===== config.mk =====
export PLATFORM = sky130hd
export DESIGN_NAME = gpio_irq_ctrl
export DESIGN_NICKNAME = d
export VERILOG_FILES = /design/src/rtl/gpio_irq_pkg.sv /design/src/rtl/gpio_irq_sync.sv /design/src/rtl/gpio_irq_detect.sv /design/src/rtl/gpio_irq_regs.sv /design/src/rtl/gpio_irq_ctrl.sv
export SDC_FILE = /design/constraint.sdc
export NUM_CORES = 1
export LEC_CHECK = 0
export BUFFER_PORTS_ARGS = -buffer_cell sky130_fd_sc_hd__buf_2
export CAP_MARGIN = 40
export CELL_PAD_IN_SITES_DETAIL_PLACEMENT = 1
export CELL_PAD_IN_SITES_GLOBAL_PLACEMENT = 2
export CORE_MARGIN = 4
export CORE_UTILIZATION = 35
export DETAILED_ROUTE_END_ITERATION = 12
export HOLD_SLACK_MARGIN = 0.08
export PLACE_DENSITY_LB_ADDON = 0.1
export SLEW_MARGIN = 20
export SYNTH_ARGS = -nofsm -noshare
export SYNTH_HDL_FRONTEND = slang
export SYNTH_HIERARCHICAL = 1
export SYNTH_SLANG_ARGS = --single-unit

===== constraint.sdc =====
create_clock -name clk -period 3.6 [get_ports clk]
set_input_delay 0.18 -clock clk [delete_from_list [all_inputs] [get_ports clk]]
set_output_delay 0.18 -clock clk [all_outputs]
set_load 0.01 [all_outputs]

===== src/rtl/gpio_irq_pkg.sv =====
// Shared constants for the GPIO pin interrupt controller.
// Assumes a 3-bit word address and a 32-bit data bus.
package gpio_irq_pkg;

    localparam int ADDR_W        = 3;
    localparam int DATA_W        = 32;
    localparam int CODE_W        = 3;
    localparam int SLOT_W        = 4;
    localparam int SLOTS_PER_REG = DATA_W / SLOT_W;

    // Trigger codes; any other value disables detection.
    typedef enum logic [CODE_W-1:0] {
        TRIG_FALL = 3'b000,
        TRIG_RISE = 3'b001,
        TRIG_LOW  = 3'b010,
        TRIG_HIGH = 3'b011,
        TRIG_ANY  = 3'b100
    } trig_e;

    // Register word addresses.
    localparam logic [ADDR_W-1:0] A_ENABLE  = 3'd0;
    localparam logic [ADDR_W-1:0] A_STATUS  = 3'd1;
    localparam logic [ADDR_W-1:0] A_CLEAR   = 3'd2;
    localparam logic [ADDR_W-1:0] A_MSET    = 3'd3;
    localparam logic [ADDR_W-1:0] A_MCLR    = 3'd4;
    localparam logic [ADDR_W-1:0] A_MODE_LO = 3'd5;
    localparam logic [ADDR_W-1:0] A_MODE_HI = 3'd6;

endpackage


===== src/rtl/gpio_irq_sync.sv =====
// Two-flop synchronizer per pin, plus a third flop holding the
// synchronized value from one clock earlier for edge comparison.
// Assumes pins are quasi-static relative to clk (no debounce here).
module gpio_irq_sync #(
    parameter int NPINS = 12
) (
    input  logic             clk,
    input  logic             rst_n,
    input  logic [NPINS-1:0] pin_async,
    output logic [NPINS-1:0] pin_cur,
    output logic [NPINS-1:0] pin_prev
);

    logic [NPINS-1:0] meta_q;
    logic [NPINS-1:0] cur_q;
    logic [NPINS-1:0] prev_q;

    // Shift the pin samples through the synchronizer and history flop.
    always_ff @(posedge clk) begin
        if (!rst_n) begin
            meta_q <= '0;
            cur_q  <= '0;
            prev_q <= '0;
        end else begin
            meta_q <= pin_async;
            cur_q  <= meta_q;
            prev_q <= cur_q;
        end
    end

    assign pin_cur  = cur_q;
    assign pin_prev = prev_q;

endmodule


===== src/rtl/gpio_irq_detect.sv =====
// Per-pin event decoder: turns the synchronized pin value, its
// previous value and the pin's trigger code into a one-clock event
// (edge codes) or a continuous event (level codes).
// Assumes codes outside the trigger enum mean "detection off".
module gpio_irq_detect
    import gpio_irq_pkg::*;
#(
    parameter int NPINS = 12
) (
    input  logic [NPINS-1:0]        pin_cur,
    input  logic [NPINS-1:0]        pin_prev,
    input  logic [NPINS*CODE_W-1:0] mode_flat,
    output logic [NPINS-1:0]        event_vec
);

    for (genvar p = 0; p < NPINS; p++) begin : g_pin
        logic [CODE_W-1:0] code;
        logic              rise;
        logic              fall;

        assign code = mode_flat[p*CODE_W +: CODE_W];
        assign rise = pin_cur[p] & ~pin_prev[p];
        assign fall = ~pin_cur[p] & pin_prev[p];

        // Select the event condition named by this pin's code.
        always_comb begin
            case (code)
                TRIG_FALL: event_vec[p] = fall;
                TRIG_RISE: event_vec[p] = rise;
                TRIG_ANY:  event_vec[p] = rise | fall;
                TRIG_LOW:  event_vec[p] = ~pin_cur[p];
                TRIG_HIGH: event_vec[p] = pin_cur[p];
                default:   event_vec[p] = 1'b0;
            endcase
        end
    end

endmodule


===== src/rtl/gpio_irq_regs.sv =====
// Register file: enable, pending, mask and per-pin trigger codes,
// with a combinational read mux. Pending is set by enabled events
// and cleared by write-one; a same-clock event overrides the clear.
// Assumes NPINS is between SLOTS_PER_REG+1 and 2*SLOTS_PER_REG.
module gpio_irq_regs
    import gpio_irq_pkg::*;
#(
    parameter int NPINS = 12
) (
    input  logic                    clk,
    input  logic                    rst_n,
    input  logic [ADDR_W-1:0]       bus_addr,
    input  logic [DATA_W-1:0]       bus_wdata,
    input  logic                    bus_we,
    input  logic [NPINS-1:0]        event_vec,
    output logic [DATA_W-1:0]       bus_rdata,
    output logic [NPINS-1:0]        en_q,
    output logic [NPINS-1:0]        pend_q,
    output logic [NPINS-1:0]        mask_q,
    output logic [NPINS*CODE_W-1:0] mode_flat
);

    localparam int PAD_W = DATA_W - NPINS;

    logic [NPINS-1:0]  wbits;
    logic [NPINS-1:0]  clr_vec;
    logic [CODE_W-1:0] mode_q [NPINS];
    logic [DATA_W-1:0] mode_lo_rd;
    logic [DATA_W-1:0] mode_hi_rd;
    logic              wdata_unused;

    assign wbits        = bus_wdata[NPINS-1:0];
    assign clr_vec      = (bus_we && bus_addr == A_CLEAR) ? wbits : '0;
    assign wdata_unused = ^bus_wdata;

    // Enable register: plain read/write.
    always_ff @(posedge clk) begin
        if (!rst_n)
            en_q <= '0;
        else if (bus_we && bus_addr == A_ENABLE)
            en_q <= wbits;
    end

    // Mask register: write-one-to-set and write-one-to-clear ports.
    always_ff @(posedge clk) begin
        if (!rst_n)
            mask_q <= '1;
        else if (bus_we && bus_addr == A_MSET)
            mask_q <= mask_q | wbits;
        else if (bus_we && bus_addr == A_MCLR)
            mask_q <= mask_q & ~wbits;
    end

    // Pending register: clear by write-one, enabled events win.
    always_ff @(posedge clk) begin
        if (!rst_n)
            pend_q <= '0;
        else
            pend_q <= (pend_q & ~clr_vec) | (event_vec & en_q);
    end

    // Trigger code storage, one 3-bit field per pin in its slot.
    for (genvar p = 0; p < NPINS; p++) begin : g_mode
        localparam int               OFF = (p % SLOTS_PER_REG) * SLOT_W;
        localparam logic [ADDR_W-1:0] SEL = (p < SLOTS_PER_REG) ? A_MODE_LO : A_MODE_HI;

        // Load this pin's code when its mode register is written.
        always_ff @(posedge clk) begin
            if (!rst_n)
                mode_q[p] <= '0;
            else if (bus_we && bus_addr == SEL)
                mode_q[p] <= bus_wdata[OFF +: CODE_W];
        end
    end

    // Pack stored codes into readback images and the flat code bus.
    always_comb begin
        mode_lo_rd = '0;
        mode_hi_rd = '0;
        mode_flat  = '0;
        for (int p = 0; p < NPINS; p++) begin
            if (p < SLOTS_PER_REG)
                mode_lo_rd[(p % SLOTS_PER_REG)*SLOT_W +: CODE_W] = mode_q[p];
            else
                mode_hi_rd[(p % SLOTS_PER_REG)*SLOT_W +: CODE_W] = mode_q[p];
            mode_flat[p*CODE_W +: CODE_W] = mode_q[p];
        end
    end

    // Read mux keyed by word address.
    always_comb begin
        case (bus_addr)
            A_ENABLE:  bus_rdata = {{PAD_W{1'b0}}, en_q};
            A_STATUS:  bus_rdata = {{PAD_W{1'b0}}, pend_q};
            A_MSET,
            A_MCLR:    bus_rdata = {{PAD_W{1'b0}}, mask_q};
            A_MODE_LO: bus_rdata = mode_lo_rd;
            A_MODE_HI: bus_rdata = mode_hi_rd;
            default:   bus_rdata = '0;
        endcase
    end

endmodule


===== src/rtl/gpio_irq_ctrl.sv =====
// Top of the GPIO pin interrupt controller: synchronizer, event
// decoder and register file, with a combinational interrupt OR.
// Assumes one bus write per clock and asynchronous pin inputs.
module gpio_irq_ctrl
    import gpio_irq_pkg::*;
#(
    parameter int NPINS = 12
) (
    input  logic              clk,
    input  logic              rst_n,
    input  logic [NPINS-1:0]  pin_in,
    input  logic [ADDR_W-1:0] bus_addr,
    input  logic [DATA_W-1:0] bus_wdata,
    input  logic              bus_we,
    output logic [DATA_W-1:0] bus_rdata,
    output logic              irq_out
);

    logic [NPINS-1:0]        pin_cur;
    logic [NPINS-1:0]        pin_prev;
    logic [NPINS-1:0]        event_vec;
    logic [NPINS-1:0]        en_q;
    logic [NPINS-1:0]        pend_q;
    logic [NPINS-1:0]        mask_q;
    logic [NPINS*CODE_W-1:0] mode_flat;

    gpio_irq_sync #(.NPINS(NPINS)) u_sync (
        .clk       (clk),
        .rst_n     (rst_n),
        .pin_async (pin_in),
        .pin_cur   (pin_cur),
        .pin_prev  (pin_prev)
    );

    gpio_irq_detect #(.NPINS(NPINS)) u_detect (
        .pin_cur   (pin_cur),
        .pin_prev  (pin_prev),
        .mode_flat (mode_flat),
        .event_vec (event_vec)
    );

    gpio_irq_regs #(.NPINS(NPINS)) u_regs (
        .clk       (clk),
        .rst_n     (rst_n),
        .bus_addr  (bus_addr),
        .bus_wdata (bus_wdata),
        .bus_we    (bus_we),
        .event_vec (event_vec),
        .bus_rdata (bus_rdata),
        .en_q      (en_q),
        .pend_q    (pend_q),
        .mask_q    (mask_q),
        .mode_flat (mode_flat)
    );

    // Combined request: any pending, enabled and unmasked pin.
    assign irq_out = |(pend_q & en_q & ~mask_q);

endmodule


==> summary.md <==
| Metric | Value |
|---|---|
| Filler instances | `1708` |
| Maximum level of the CTS H-tree | `3` |
| DRC violation total after the first TritonRoute iteration | `197` |
| Clk buf depth | `2` |
| Most frequent CP cell | `buf_2` |
| Maxcap violations | `0` |
| Final hold violations | `0` |
| Maximum fanout along the worst path | `25` |
| TritonCTS buffer count | `9` |
| # clock sinks | `108` |
| Post-cts gate resize count | `0` |
| Mean number of vias per cell | `5.11` |
| Floorplan die width | `133 um` |
| Std-Cell Core Area | `15300 um^2` |
| Slowest stage cell on the critical path | `o22ai_2` |
| I/O Pins | `83` |
| Register bit total from synthesis | `108` |
| Maximum single-stage delay on the critical path | `0.64 ns` |
| Worst reg2reg setup slack | `1.60 ns` |
| Launching point of the worst reg2reg path | `u_sync/pin_cur[8]$_SDFF_PN0_` |
| Total GRT Usage | `0.171` |
| Combined buffer and inverter count along the critical path | `2` |
| Worst slew pin tran | `0.821 ns` |
| Highest achievable clock rate | `462 MHz` |
| Crit share post-route | `0.601` |
| Post-Route WL | `14.7 mm` |
| Via count of the routed design | `4141` |
| Critical setup path kind | `input port to output port` |
| Layout Nets | `668` |
| Worst endpoint data arrival time | `1.98 ns` |
| GRT Residual Overflow | `0` |
| First-pass iteration count of the detailed router | `4` |
| Final critical delay including setup and external delays | `2.16 ns` |
| Instance area after placement | `5930 um^2` |
| Maximum ir drop on the vdd rail | `0.231 mV` |
| Final-layout worst hold slack | `0.107 ns` |
| Setup Viol. Count Final | `0` |
| Detail Placement HPWL | `10.2 mm` |
| Placer Congestion | `0.704` |
| Setup repair after global routing missed its margin | `no` |
| Library cell with the largest summed area after synthesis | `dfxtp_1` |
| Row count | `45` |
| Sum Neg Setup Slack | `0 ns` |
| Post-CTS Setup Inserts | `0` |
| Wire length of the first global-routing pass | `23.6 mm` |
| Proportion of netlist area held by the largest area contributor | `0.263` |
| Number of distinct library cells after synthesis | `46` |
| Crit path capture type | `output port` |
| Register area share after synthesis | `0.461` |
| Synthesis-to-layout area growth | `16.5%` |
| Count of buffers from port buffering | `72` |
| Vias in the first global route | `4388` |
| Starting density of the core | `0.359` |
| Average instance area after synthesis | `10.5 um^2` |
| Maximum number of pins on one net before global-route repair | `42` |
| Antenna diodes | `0` |
| Outcome | `completed` |
| Mapped cell area | `5480 um^2` |
| Hold buffer count at CTS | `15` |
| Library cell used as clock root buffer | `clkbuf_16` |
| Crit-path leading delay family | `compound AO/OA/AOI/OAI gates` |
| Headroom to the max-slew limit | `0.451` |
| Clock insertion delay at the later pin of the skew report | `0.35 ns` |
| Critical path cell sequence | `buf_2, nand2_1, o22ai_2, a221o_1, buf_2` |
| Worst setup path startpoint | `bus_addr[0]` |
| Launch point of the worst hold path | `bus_wdata[21]` |
| Overall power consumption | `2550 uW` |
| Clock tree from TritonCTS | `yes` |
| Post-route design area | `6380 um^2` |
| Clock transition at the registers of the reported paths | `0.07 ns` |
| Leakage | `0.00250 uW` |
| Startpoint type of the worst setup path | `input port` |
| Gate Count Post-Synth | `519` |
| Clk_skew | `0.00615 ns` |
| Detailed-route DRC error count | `0` |
| Yosys warns | `6` |
| Average wire per cell in the routed design | `18.2 um` |
| Required time reported for the critical path endpoint | `3.42 ns` |
| Floorplan die area | `17700 um^2` |
| Synth area leaders | `dfxtp_1 (26%), edfxtp_1 (20%), ha_1 (5.5%)` |
| Number of antenna violations at the first check in global routing | `0` |
| Antenna Nets Post-Route | `0` |
| Type of the most critical hold path | `input port to flop` |
| Number of max-slew violations in the final report | `0` |
| Layout cell share with drive strength beyond 1 | `0.252` |
| Total power divided by cell area | `400 nW/um^2` |
| Die Y-Extent | `133 um` |
| Utilization after layout | `0.418` |
report_power, final:
group	switching (uW)	internal [uW]	total [uW]
logic	152	130	282
clock network	444	464	908
registers	46.7	1310	1360
total	642	1910	2550
area by class of cell:
cell class / instances / area [um^2] / area share
inverter: 25 / 93.8 / 0.0147
sequential: 108 / 2520 / 0.396
multi-input combinational: 356 / 2650 / 0.415
clock inverter: 6 / 32.5 / 0.00510
tap: 211 / 264 / 0.0414
clock buffer: 10 / 229 / 0.0359
timing repair buffer: 94 / 591 / 0.0926
worst reg2reg max path: cells and delay by family (launching register included):
family | cells | cell delay [ns]
and+or+nand+nor | 2 | 0.64
AOI/OAI and AO/OA | 2 | 0.51
DFF | 1 | 0.41
adders and majority gates | 1 | 0.29
buffers and inverters | 1 | 0.07
logic make-up after synthesis:
logic type	count (synthesis)	synth area share
buffers and inverters	59	0.0590
XOR/XNOR	10	0.0160
other	1	0.000685
adder cells (fa/ha/maj)	24	0.0548
multiplexers	35	0.0672
AND/OR/NAND/NOR	182	0.212
AO/OA/AOI/OAI	100	0.130
flip-flops	108	0.461
worst paths after layout:
| kind | to | cells past startpoint |
|---|---|---|
| hold reg to reg | u_sync/pin_cur[11]$_SDFF_PN0_ | 1 |
| setup reg to reg | u_regs/pend_q[8]$_SDFF_PN0_ | 6 |
| hold / removal | u_regs/mode_q[2][4]$_SDFFCE_PN0P_ | 2 |
| setup / recovery | bus_rdata[6] | 5 |
per-stage QoR:
stage,std cells,worst slack [ns]
floorplan,523,1.88
global placement,776,1.34
detailed placement,777,1.31
CTS,808,1.31
global route,810,1.33
finish,810,1.44
layer usage:
metal | GRT usage | up-vias | wire length [um]
met4 | 0.0566 | 0 | 269
met2 | 0.297 | 89 | 7400
met1 | 0.208 | 2037 | 6480
met5 | 0 | - | 0
met3 | 0.0380 | 14 | 579
li1 | - | 2001 | -
cell usage in the layout (no fill, tap or decap), types with 6 or more instances in the layout:
cell type / netlist / final
buf_2: 5 / 72
dfxtp_1: 72 / 72
nand2_1: 44 / 44
and2_1: 36 / 36
edfxtp_1: 36 / 36
and2_2: 36 / 36
a21oi_1: 27 / 27
inv_1: 24 / 24
ha_1: 24 / 24
mux2i_1: 21 / 21
a221o_1: 20 / 20
dlygate4sd3_1: 0 / 15
o21ai_0: 14 / 14
or4b_1: 13 / 13
mux2_2: 12 / 12
and3_1: 12 / 12
a311oi_1: 12 / 12
nand3b_1: 10 / 10
xnor2_1: 10 / 10
clkbuf_16: 0 / 9
o21ai_1: 8 / 8
nor2_1: 7 / 7
a22o_1: 6 / 6
Yosys cell counts, drive strengths merged:
cell and count:
a211o 1, a21oi 27, a221o 20, a22o 6
a22oi 3, a311oi 12, and2 72, and3 12
and4 1, and4b 1, and4bb 2, buf 24
clkbuf 10, conb 1, dfxtp 72, edfxtp 36
ha 24, inv 25, mux2 14, mux2i 21
nand2 44, nand2b 1, nand3 5, nand3b 10
nand4 2, nand4b 1, nor2 7, nor2b 5
nor4b 1, o21ai 22, o22ai 4, o2bb2ai 3
o311ai 2, or2 1, or3b 3, or4 1
or4b 13, xnor2 10
Note: power is estimated with default switching activity, not from simulation.
